==> src/rtl/fccc_pkg.sv <==
package fccc_pkg;

    typedef enum logic [1:0] {
        PORT_NEXT = 2'd0,
        PORT_PREV = 2'd1,
        PORT_CUBE = 2'd2,
        PORT_RSVD = 2'd3
    } fccc_port_e;

endpackage

==> src/rtl/fccc_ring_step.sv <==
module fccc_ring_step #(
    parameter int N_DIM    = 4,
    parameter bit STEP_BACK = 1'b0
) (
    input  logic [$clog2(N_DIM+1)-1:0] pos_i,
    output logic [$clog2(N_DIM+1)-1:0] pos_o
);
    localparam int POS_W = $clog2(N_DIM+1);
    localparam logic [POS_W-1:0] LAST_POS = POS_W'(N_DIM);
    localparam logic [POS_W-1:0] ONE_POS  = POS_W'(1);

    generate
        if (STEP_BACK) begin : g_back
            always_comb begin
                if (pos_i == '0) pos_o = LAST_POS;
                else             pos_o = pos_i - ONE_POS;
            end
        end else begin : g_fwd
            always_comb begin
                if (pos_i == LAST_POS) pos_o = '0;
                else                   pos_o = pos_i + ONE_POS;
            end
        end
    endgenerate
endmodule

==> src/rtl/fccc_cube_link.sv <==
module fccc_cube_link #(
    parameter int N_DIM = 4
) (
    input  logic [N_DIM-1:0]           addr_i,
    input  logic [$clog2(N_DIM+1)-1:0] pos_i,
    output logic [N_DIM-1:0]           addr_o
);
    localparam int POS_W = $clog2(N_DIM+1);
    localparam logic [POS_W-1:0] LAST_POS = POS_W'(N_DIM);

    logic fold;
    assign fold = (pos_i == LAST_POS);

    for (genvar b = 0; b < N_DIM; b++) begin : g_bit
        assign addr_o[b] = addr_i[b] ^ (fold || (pos_i == POS_W'(b)));
    end
endmodule

==> src/rtl/fccc_label_check.sv <==
module fccc_label_check
    import fccc_pkg::*;
#(
    parameter int N_DIM = 4
) (
    input  logic [$clog2(N_DIM+1)-1:0] pos_i,
    input  fccc_port_e                 port_i,
    output logic                       err_o
);
    localparam int POS_W = $clog2(N_DIM+1);
    localparam logic [POS_W-1:0] LAST_POS = POS_W'(N_DIM);

    assign err_o = (port_i == PORT_RSVD) || (pos_i > LAST_POS);
endmodule

==> src/rtl/fccc_neighbor_gen.sv <==
module fccc_neighbor_gen
    import fccc_pkg::*;
#(
    parameter int N_DIM      = 4,
    parameter bit REGISTERED = 1'b1
) (
    input  logic                       clk,
    input  logic                       rst_n,
    input  logic                       in_valid,
    input  logic [N_DIM-1:0]           in_addr,
    input  logic [$clog2(N_DIM+1)-1:0] in_pos,
    input  logic [1:0]                 in_port,
    output logic                       out_valid,
    output logic [N_DIM-1:0]           out_addr,
    output logic [$clog2(N_DIM+1)-1:0] out_pos,
    output logic                       out_err
);
    localparam int POS_W = $clog2(N_DIM+1);

    fccc_port_e             sel;
    logic [POS_W-1:0]       pos_fwd;
    logic [POS_W-1:0]       pos_back;
    logic [N_DIM-1:0]       addr_cube;
    logic                   bad_label;
    logic [N_DIM-1:0]       nxt_addr;
    logic [POS_W-1:0]       nxt_pos;
    logic                   nxt_err;

    assign sel = fccc_port_e'(in_port);

    fccc_ring_step #(.N_DIM(N_DIM), .STEP_BACK(1'b0)) fwd_i (
        .pos_i (in_pos),
        .pos_o (pos_fwd)
    );

    fccc_ring_step #(.N_DIM(N_DIM), .STEP_BACK(1'b1)) back_i (
        .pos_i (in_pos),
        .pos_o (pos_back)
    );

    fccc_cube_link #(.N_DIM(N_DIM)) cube_i (
        .addr_i (in_addr),
        .pos_i  (in_pos),
        .addr_o (addr_cube)
    );

    fccc_label_check #(.N_DIM(N_DIM)) check_i (
        .pos_i  (in_pos),
        .port_i (sel),
        .err_o  (bad_label)
    );

    always_comb begin
        nxt_addr = in_addr;
        nxt_pos  = in_pos;
        nxt_err  = bad_label;
        if (!bad_label) begin
            unique case (sel)
                PORT_NEXT: nxt_pos  = pos_fwd;
                PORT_PREV: nxt_pos  = pos_back;
                PORT_CUBE: nxt_addr = addr_cube;
                default: ;
            endcase
        end
    end

    generate
        if (REGISTERED) begin : g_reg
            logic             valid_q;
            logic [N_DIM-1:0] addr_q;
            logic [POS_W-1:0] pos_q;
            logic             err_q;

            always_ff @(posedge clk or negedge rst_n) begin
                if (!rst_n) begin
                    valid_q <= 1'b0;
                    addr_q  <= '0;
                    pos_q   <= '0;
                    err_q   <= 1'b0;
                end else begin
                    valid_q <= in_valid;
                    if (in_valid) begin
                        addr_q <= nxt_addr;
                        pos_q  <= nxt_pos;
                        err_q  <= nxt_err;
                    end
                end
            end

            assign out_valid = valid_q;
            assign out_addr  = addr_q;
            assign out_pos   = pos_q;
            assign out_err   = err_q;
        end else begin : g_comb
            assign out_valid = in_valid;
            assign out_addr  = nxt_addr;
            assign out_pos   = nxt_pos;
            assign out_err   = nxt_err;
        end
    endgenerate
endmodule

==> config.mk <==
export PLATFORM = sky130hd
export DESIGN_NAME = fccc_neighbor_gen
export DESIGN_NICKNAME = d
export VERILOG_FILES = /design/src/rtl/fccc_pkg.sv /design/src/rtl/fccc_ring_step.sv /design/src/rtl/fccc_cube_link.sv /design/src/rtl/fccc_label_check.sv /design/src/rtl/fccc_neighbor_gen.sv
export SDC_FILE = /design/constraint.sdc
export NUM_CORES = 1
export LEC_CHECK = 0
export CORE_AREA = 8 8 45 47
export CTS_BUF_LIST = sky130_fd_sc_hd__clkbuf_4
export CTS_CLUSTER_SIZE = 12
export DETAILED_ROUTE_END_ITERATION = 8
export DIE_AREA = 0 0 53 55
export PLACE_DENSITY = 0.85
export SETUP_SLACK_MARGIN = 0.02
export SYNTH_ARGS = -nofsm -noshare
export SYNTH_HDL_FRONTEND = slang
export SYNTH_SLANG_ARGS = --single-unit
==> constraint.sdc <==
create_clock -name clk -period 1 [get_ports clk]
set_input_delay 0.2 -clock clk [delete_from_list [all_inputs] [get_ports clk]]
set_output_delay 0.2 -clock clk [all_outputs]
set_load 0.02 [all_outputs]
* Yosys cells after proc, flatten, opt, wreduce, memory -nomap -nowiden
Index checks and enable logic that the tools add are counted.
Storage, ports and cells: register bits after elaboration 9, input bits 12, output and inout port bits 9
Cells by class: $add $sub $neg 2, order comparisons 1, equal/unequal tests 7, multiplexer cells 6, bitwise logic cells 4, reduce and logical (&&, ||, !) cells 7
Operators with widths (number):
- $mux 3 | 3
- $mux 4 | 2
- $eq 3x2->1 const B | 2
- $pmux 3 s2 | 1
- $logic_or 1x1->1 | 5
- $eq 2x2->1 const B | 2
- $xor 1x1->1 | 4
- $add 3x1->3 const B | 1
- $eq 3x1->1 const B | 1
- $eq 3x3->1 const B | 1
- $gt 3x3->1 const B | 1
- $logic_not 3->1 | 1
- $sub 3x1->3 const B | 1
- $eq 2x1->1 const B | 1
- $logic_not 2->1 | 1

* Depth between registers and ports, before layout
Gate-level depths: netlist (run 1).
depth after elaboration 5, mapped depth 5

* Modules after synthesis
From an unflattened synthesis (run 1), not the netlist that was laid out.
Second synthesis, totals: cell total of the unflattened synthesis 69, area, all modules 620.6 um^2
Modules (own cells, without submodules):
- fccc_neighbor_gen | times used 1, cells an instance 40, area an instance 427.9 um^2, sequential area each 225.2 um^2
- fccc_cube_link | times used 1, cells an instance 11, area an instance 77.6 um^2, sequential area each 0.0 um^2
- fccc_ring_step at fwd_i | times used 1, cells an instance 8, area an instance 61.3 um^2, sequential area each 0.0 um^2
- fccc_ring_step at back_i | times used 1, cells an instance 7, area an instance 41.3 um^2, sequential area each 0.0 um^2
- fccc_label_check | times used 1, cells an instance 3, area an instance 12.5 um^2, sequential area each 0.0 um^2

* Worst setup path before layout (run 1)
No wires, ideal clock.
path type input -> register, start point in in_pos[0], end point reg g_reg.addr_q[1] (netlist: out_addr[1]), data arrival time 1.265 ns, required time 0.918 ns, setup slack -0.347 ns, cell stages on the path 5, path buffers 0, cell sequence inv_1 ha_1 nor2b_2 or4_1 a31oi_1
Between the ends: word-level cells in the longest chain between the ends 5, elaborated cells between the ends (all ways) 8, those cells by class order compare: 1; eq/ne: 2; mux: 2; bitwise: 1; reduce/logical: 2
Ends and longest elaborated chain:
- start: declaration | line fccc_neighbor_gen.sv:11 | input logic [$clog2(N_DIM+1)-1:0] in_pos,
- $eq 3x3->1 / $eq 3x1->1 (equally long branches) | line fccc_cube_link.sv:12, fccc_cube_link.sv:15
- $logic_or 1x1->1 | line fccc_cube_link.sv:15 | assign addr_o[b] = addr_i[b] ^ (fold || (pos_i == POS_W'(b)));
- $xor 1x1->1 | line fccc_cube_link.sv:15
- $mux 4 | line fccc_neighbor_gen.sv:58 | unique case (sel)
- $mux 4 * | line fccc_neighbor_gen.sv:57 | if (!bad_label) begin
- end signal: assignment | line fccc_neighbor_gen.sv:83 | addr_q <= nxt_addr;
- end: declaration | line fccc_neighbor_gen.sv:70 | logic [N_DIM-1:0] addr_q;
Every way passes the cells marked *; elsewhere a longest branch is shown, timed or not. A chain may end at the register's enable or synchronous reset.

* Final worst setup path (run 1)
start point in in_pos[1], end point reg g_reg.pos_q[2] (netlist: out_pos[2])
Between the ends: word-level cells in the longest chain between the ends 4, elaborated cells between the ends (all ways) 10, those cells by class add/sub: 2; order compare: 1; eq/ne: 1; mux: 4; reduce/logical: 2
Ends and longest elaborated chain:
- $sub 3x1->3, or another cell as far along | line fccc_ring_step.sv:16 | else pos_o = pos_i - ONE_POS;
- $mux 3 (on tied branches) | line fccc_ring_step.sv:15, fccc_ring_step.sv:20
- $pmux 3 s2 | line fccc_neighbor_gen.sv:58
- $mux 3 * | line fccc_neighbor_gen.sv:57
- end signal: assignment | line fccc_neighbor_gen.sv:84 | pos_q <= nxt_pos;
- end: declaration | line fccc_neighbor_gen.sv:71 | logic [POS_W-1:0] pos_q;
Marked as above.

==> results of run 1 <==
-- critical path: cells and delay by family --
kind	cells	cell delay, ps
adders and majority gates	1	160
and+or+nand+nor	1	380
AOI/OAI and AO/OA	2	250
buffers and inverters	3	250
-- area by class of cell --
cell class	instances	area, µm²
Timing Repair Buffer	50	448
Fill cell	78	208
Sequential cell	9	225
Tap cell	16	20.0
Multi-Input combinational cell	53	429
Clock buffer	4	30.0
Inverter	3	23.8
-- power by group through the flow --
stage / registers, mW / clock network, mW / logic [mW]
after floorplan: 0.475 / 0 / 0.130
after global placement: 0.426 / 0 / 0.394
after detailed placement: 0.429 / 0 / 0.410
after CTS: 0.428 / 0.311 / 0.460
after global routing: 0.436 / 0.324 / 0.541
final: 0.431 / 0.317 / 0.509
-- cells in the mapped netlist --
master / instances / area (µm²)
nand2b_4: 1 / 13.8
or4bb_1: 1 / 11.3
or4b_1: 1 / 10.0
o211a_1: 1 / 10.0
a211oi_1: 1 / 7.51
nand3b_1: 1 / 7.51
o22ai_1: 1 / 6.26
nand2_1: 6 / 22.5
a21oi_1: 5 / 25.0
dfrtp_1: 9 / 225
inv_1: 3 / 11.3
nor2b_1: 1 / 6.26
clkbuf_1: 2 / 7.51
buf_6: 2 / 22.5
a21o_1: 1 / 7.51
o31ai_1: 4 / 30.0
a31oi_1: 4 / 25.0
nor2_1: 9 / 33.8
nor2b_2: 1 / 8.76
xor2_1: 1 / 8.76
buf_4: 1 / 7.51
or4_1: 3 / 22.5
or3b_1: 1 / 8.76
ha_1: 5 / 62.6
or2_1: 1 / 6.26
or3_1: 1 / 6.26
o32a_1: 1 / 10.0
nand3_1: 1 / 5.00
o21ba_1: 1 / 10.0
-- worst min path at each step --
stage / start / endpoint
after global routing: rst_n / out_addr[3]$_DFFE_PN0P_
after floorplan: rst_n / out_addr[0]$_DFFE_PN0P_
after detailed placement: rst_n / out_addr[2]$_DFFE_PN0P_
after global placement: out_addr[0]$_DFFE_PN0P_ / out_addr[0]$_DFFE_PN0P_
after CTS: rst_n / out_addr[2]$_DFFE_PN0P_
final: rst_n / out_addr[0]$_DFFE_PN0P_
-- metal layers --
metal | track usage, % | part of all wire [%] | vias to the layer above
li1 | - | - | 350
met1 | 18.8 | 37 | 385
met2 | 31.1 | 54 | 34
met3 | 4.28 | 5.9 | 12
met4 | 10.8 | 3.4 | 0
met5 | 0 | 0 | -
-- through the flow --
step | TNS (ps) | instance area, µm² | util (%) | setup slack [ps] | instances
floorplan | -1270 | 652 | - | -274 | 70
global placement | -6510 | 1000 | 72.2 | -817 | 123
detailed placement | -7080 | 1000 | 72.2 | -871 | 123
CTS | -261 | 1110 | 79.9 | -85.7 | 133
global route | -683 | 1180 | 85.0 | -147 | 135
finish | -367 | 1180 | 85.0 | -122 | 135
-- cells by family (layout without fill, tap and decap cells) --
| group | count (synthesis) | after routing |
|---|---|---|
| adders and majority gates | 5 | 5 |
| buffers and inverters | 8 | 57 |
| AOI/OAI and AO/OA | 19 | 19 |
| xor gates and xnor gates | 1 | 1 |
| and+or+nand+nor | 28 | 28 |
| DFF | 9 | 9 |
-- state kept, by name, indices dropped and copies added (netlist names) --
| register | flops |
|---|---|
| out_addr | 4 |
| out_pos | 3 |
| out_valid | 1 |
| out_err | 1 |
-- what timing repair did --
item / 4_1_cts / 5_1_grt
setup endpoints to repair: 17 / 16
cloned: 0 / 0
hold endpoints to repair: 0 / 0
resized for setup: 90 / 14
setup buffers: 6 / 2
pin swaps: 14 / 8
-- cell usage in the layout, fill, tap and decap left out, types with 4 or more instances in the layout --
| cell | count |
|---|---|
| a31oi_1 | 4 |
| buf_4 | 28 |
| buf_6 | 11 |
| clkbuf_4 | 4 |
| dfrtp_1 | 9 |
| nand2_1 | 6 |
| nor2_1 | 9 |
| o31ai_1 | 4 |
==> reports/results.ini, run 1 <==
[synthesis]
syn-cell-area_um2 = 639
syn_inst = 70
synth-simple-area-share_pct = 25.4
syn_area_per_cell_um2 = 9.13
synth_nets = 87
synth_adder_area_share_pct = 9.78
ys_seq_elements = 9
synth_xor_area_share_pct = 1.37
synth_top_family_by_area = simple AND/OR/NAND/NOR gates
ys_seq_area_share_pct = 35.2
ys_types = 29
synth.area.mux_share_pct = 0
ys.warnings.count = 0
synth_compound_area_share_pct = 20.5

[grt]
grt_max_degree = 11
grt_first_pass_wirelength_um = 3750
track_usage_pct = 17.7
grt-ovfl-total = 0
antenna_found_initial = 0
first_global_vias = 816

[worst_setup_path]
r2r-start = out_err$_DFFE_PN0P_
end_kind = register
required_ps = 1140
reg2reg_slack_ps = 100
reg2reg_to = out_err$_DFFE_PN0P_
slowest_stage = or3b_1
crit_type = in -> reg
worstPathArrival_ps = 1260
crit_chain = buf_12 > inv_8 > ha_4 > buf_4 > or3b_1 > a21oi_2 > o22ai_1
critPathLaunch = in_pos[1]
crit_path_max_incr_delay_ps = 380
cp-endpoint = out_pos[2]$_DFFE_PN0P_
crit_fanout = 3
critPathLaunchType = input port
reg2reg_depth = 4

[cts]
htree_levels = 1
cts_hold_buffers = 0
cts_root_buf = clkbuf_4
cts_buffer_depth = 2
clk_latency_ps = 260
clock_sinks = 9
clkTransAtPathRegs_ps = 70
cts_buffers = 3
cts_tree = built

[sta]
setup_viol = 7
fmax_ghz = 0.891
skew_ps = 0
maxSlewViolCount = 0
min_period_ps = 1120
worst_pin_slew_ps = 402
whs_ps = 232
final_min_period_over_clock_period_pct = 112
worst_slack_ps = -122
rsz0062_at_grt = yes
hold_viol_final = 0
relSlewSlack_pct = 73.1

[route]
initialDrtViolationCount = 24
first_pass_iters = 5
post_drt_via_cell_ratio = 5.79
via_count = 781
drc = 0
routed_wl_um = 2430
avgRoutedWirePerCell_um = 18.0
antenna_left = 0

[floorplanning]
initial_core_util_pct = 46.2
die-area_um2 = 2920
die_h_um = 55
pin_count = 21
die_w_um = 53
num_rows = 14
core_area_um2 = 1380

[pwr]
p_sw_uw = 396
power.leakage_nw = 0.558
p_int_uw = 861
total_power_mw = 1.26
p_sw_share_pct = 31.5
ir_drop_mv = 0.544
p_comb_share_pct = 40.5
pwr-share-clk_pct = 25.2
power_density_nw_per_um2 = 1070
power_frac_seq_pct = 34.3

[cells_and_area]
diodes = 0
nNetsFinal = 137
area_growth_pct = 84.0
drive_gt1_share_pct = 50.4

[placement]
gp_congestion = 0.884
dp.final_hpwl_um = 1480
portBuffers = 20

[outcome]
outcome = finished, violations left
violations = negative setup slack

[hold_path]
min_path_type = in -> async

[job]
cap_violations = 0

(Power assumes the default switching activity.)
==> run 2, diff against run 1 <==
--- a/config.mk
+++ b/config.mk
@@ -5,12 +5,13 @@
 export SDC_FILE = /design/constraint.sdc
 export NUM_CORES = 1
 export LEC_CHECK = 0
-export CORE_AREA = 8 8 45 47
+export CORE_AREA = 2 2 39 41
 export CTS_BUF_LIST = sky130_fd_sc_hd__clkbuf_4
 export CTS_CLUSTER_SIZE = 12
 export DETAILED_ROUTE_END_ITERATION = 8
-export DIE_AREA = 0 0 53 55
-export PLACE_DENSITY = 0.85
+export DIE_AREA = 0 0 41 43
+export MAX_ROUTING_LAYER = met4
+export PLACE_DENSITY = 0.83
 export SETUP_SLACK_MARGIN = 0.02
 export SYNTH_ARGS = -nofsm -noshare
 export SYNTH_HDL_FRONTEND = slang
==> run 2 against run 1 <==
Compared with the run above:
- the flow still finishes with violations (negative setup slack)
- sequential power about the same
- total power increased by 5.3%
- design area increased by 6.2%
- utilization increased by 5.2 points
- largest cell class unchanged
- highest routed layer unchanged
==> reports/results.ini, run 2 (synthesis results as in run 1) <==
[grt]
first_global_vias = 774  ; -5.1%
grt_max_degree = 11  ; unchanged
track_usage_pct = 31.9  ; +14 points
grt_first_pass_wirelength_um = 3540  ; -5.7%
antenna_found_initial = 0  ; unchanged
grt-ovfl-total = 0  ; unchanged

[cells_and_area]
nFillCells = 59  ; -24%
multi_input_area_um2 = 473  ; +10%
diodes = 0  ; unchanged
largest_reg_flops = 4  ; unchanged
final_cell_mix = 31 x buf_4, 13 x buf_6, 9 x dfrtp_1, 8 x nor2_1, 6 x nand2_1
area_growth_pct = 95.3
final_common_cell = buf_4
drive_gt1_share_pct = 57.3  ; +6.8 points
seq_area_um2 = 225  ; unchanged
final_area_um2 = 1250  ; +6.2%
nNetsFinal = 142  ; +3.6%

[route]
via_count = 812  ; +4.0%
post_drt_via_cell_ratio = 5.80  ; +0.26%
drc = 0  ; unchanged
initialDrtViolationCount = 23  ; -4.2%
antenna_left = 0  ; unchanged
routed_wl_um = 2800  ; +15%
avgRoutedWirePerCell_um = 20.0  ; +11%
first_pass_iters = 5  ; unchanged

[sta]
worst_slack_ps = -139  ; -17.5 ps
fmax_ghz = 0.878  ; -1.5%
hold_viol_final = 0  ; unchanged
rsz0062_at_grt = yes
relSlewSlack_pct = 78.5  ; +5.4 points
worst_pin_slew_ps = 320  ; -81.8 ps
setup_viol = 12  ; +5
whs_ps = 208  ; -24.0 ps
final_min_period_over_clock_period_pct = 114  ; +1.8 points
maxSlewViolCount = 0  ; unchanged
min_period_ps = 1140  ; +17.5 ps
skew_ps = 0  ; unchanged

[worst_setup_path]
critPathLaunchType = input port
reg2reg_to = out_err$_DFFE_PN0P_
reg2reg_slack_ps = 20  ; -80 ps
r2r-start = out_err$_DFFE_PN0P_
crit_fanout = 5  ; +2
cp-endpoint = out_addr[3]$_DFFE_PN0P_
reg2reg_depth = 4  ; unchanged
critPathLaunch = in_pos[0]
worstPathArrival_ps = 1320  ; +60 ps
crit_type = in -> reg
end_kind = register
required_ps = 1190  ; +50 ps

[placement]
dp_worst_setup_slack_ps = -881  ; -10.6 ps
gp_congestion = 0.832  ; -5.8%
portBuffers = 20  ; unchanged
dp.final_hpwl_um = 1380  ; -7.2%
placed_area_um2 = 1010  ; +1.5%

[floorplanning]
die-area_um2 = 1760  ; -40%
core_area_um2 = 1380  ; unchanged
die_h_um = 43  ; -22%
die_w_um = 41  ; -23%
pin_count = 21  ; unchanged
initial_core_util_pct = 46.2  ; unchanged
num_rows = 14  ; unchanged

[pwr]
power_density_nw_per_um2 = 1060  ; -0.81%
ir_drop_mv = 0.711  ; +31%
power.leakage_nw = 0.575  ; +3.1%

[cts]
htree_levels = 1  ; unchanged
cts_buffers = 3  ; unchanged
cts_tree = built
cts_hold_buffers = 0  ; unchanged
cts_buffer_depth = 2  ; unchanged
clk_latency_ps = 270  ; about the same
clock_sinks = 9  ; unchanged
cts_root_buf = clkbuf_4
clkTransAtPathRegs_ps = 70  ; about the same

[outcome]
outcome = finished, violations left
violations = negative setup slack

[hold_path]
min_path_type = in -> async

[job]
cap_violations = 0  ; unchanged

## run 2: cell types whose count changed in the layout (fill, tap and decap cells not counted), sizes merged
cell          delta
dlymetal6s2s     -1
dlygate4sd2      +1
buf              +5
## run 2: timing repair
item                                    CTS  global route
buffers inserted                          8             4
endpoints found under the setup margin   17            17
pin swaps                                14             8
resized for setup                        95            15
endpoints found under the hold margin     0             0
## run 2: layer usage
metal / GRT usage (%) / vias up / part of all wire (%)
met1: 33.6 / 401 / 38
met4: 23.3 / 0 / 4.5
li1: - / 360 / -
met5: - / - / 0
met2: 50.9 / 39 / 54
met3: 4.19 / 12 / 4.4
## run 2: per-stage QoR
step | utilization (%) | setup TNS (ps) | total power [mW] | cells
final | 90.2 | -499 | 1.32 | 140
after floorplan | - | -1270 | 0.606 | 70
after global placement | 73.3 | -6840 | 0.827 | 125
after CTS | 82.8 | -205 | 1.22 | 136
after detailed placement | 73.3 | -7370 | 0.846 | 125
after global routing | 90.2 | -883 | 1.37 | 140
## run 2: report_power, final
| group | switching (mW) | total (mW) | internal, mW | leakage, nW |
|---|---|---|---|---|
| combinational | 0.259 | 0.563 | 0.304 | 0.455 |
| clock | 0.145 | 0.327 | 0.182 | 0.0184 |
| sequential | 0.0312 | 0.433 | 0.402 | 0.102 |
| total | 0.436 | 1.32 | 0.888 | 0.575 |
## run 2: worst min-delay path by stage
stage / from / to / slack, ps / cells after the start
2_1_floorplan: rst_n / out_addr[0]$_DFFE_PN0P_ / -100 / 0
3_3_place_gp: rst_n / out_valid$_DFF_PN0_ / 500 / 2
3_5_place_dp: rst_n / out_addr[2]$_DFFE_PN0P_ / 510 / 2
4_1_cts: rst_n / out_pos[0]$_DFFE_PN0P_ / 220 / 2
5_1_grt: rst_n / out_addr[2]$_DFFE_PN0P_ / 230 / 2
6_report: rst_n / out_addr[2]$_DFFE_PN0P_ / 210 / 2
## run 2: critical path, stage by stage
cell,delay (ps)
buf_8,100
inv_6,60
ha_4,160
nor2b_4,50
or4_4,530
a31oi_4,220
## run 2: layout make-up
class,instances,area share (%)
clock buffer,4,2.40
inverter,3,1.70
multi-input combinational,53,37.9
sequential,9,18.0
tap,16,1.60
timing repair buffer,55,38.4
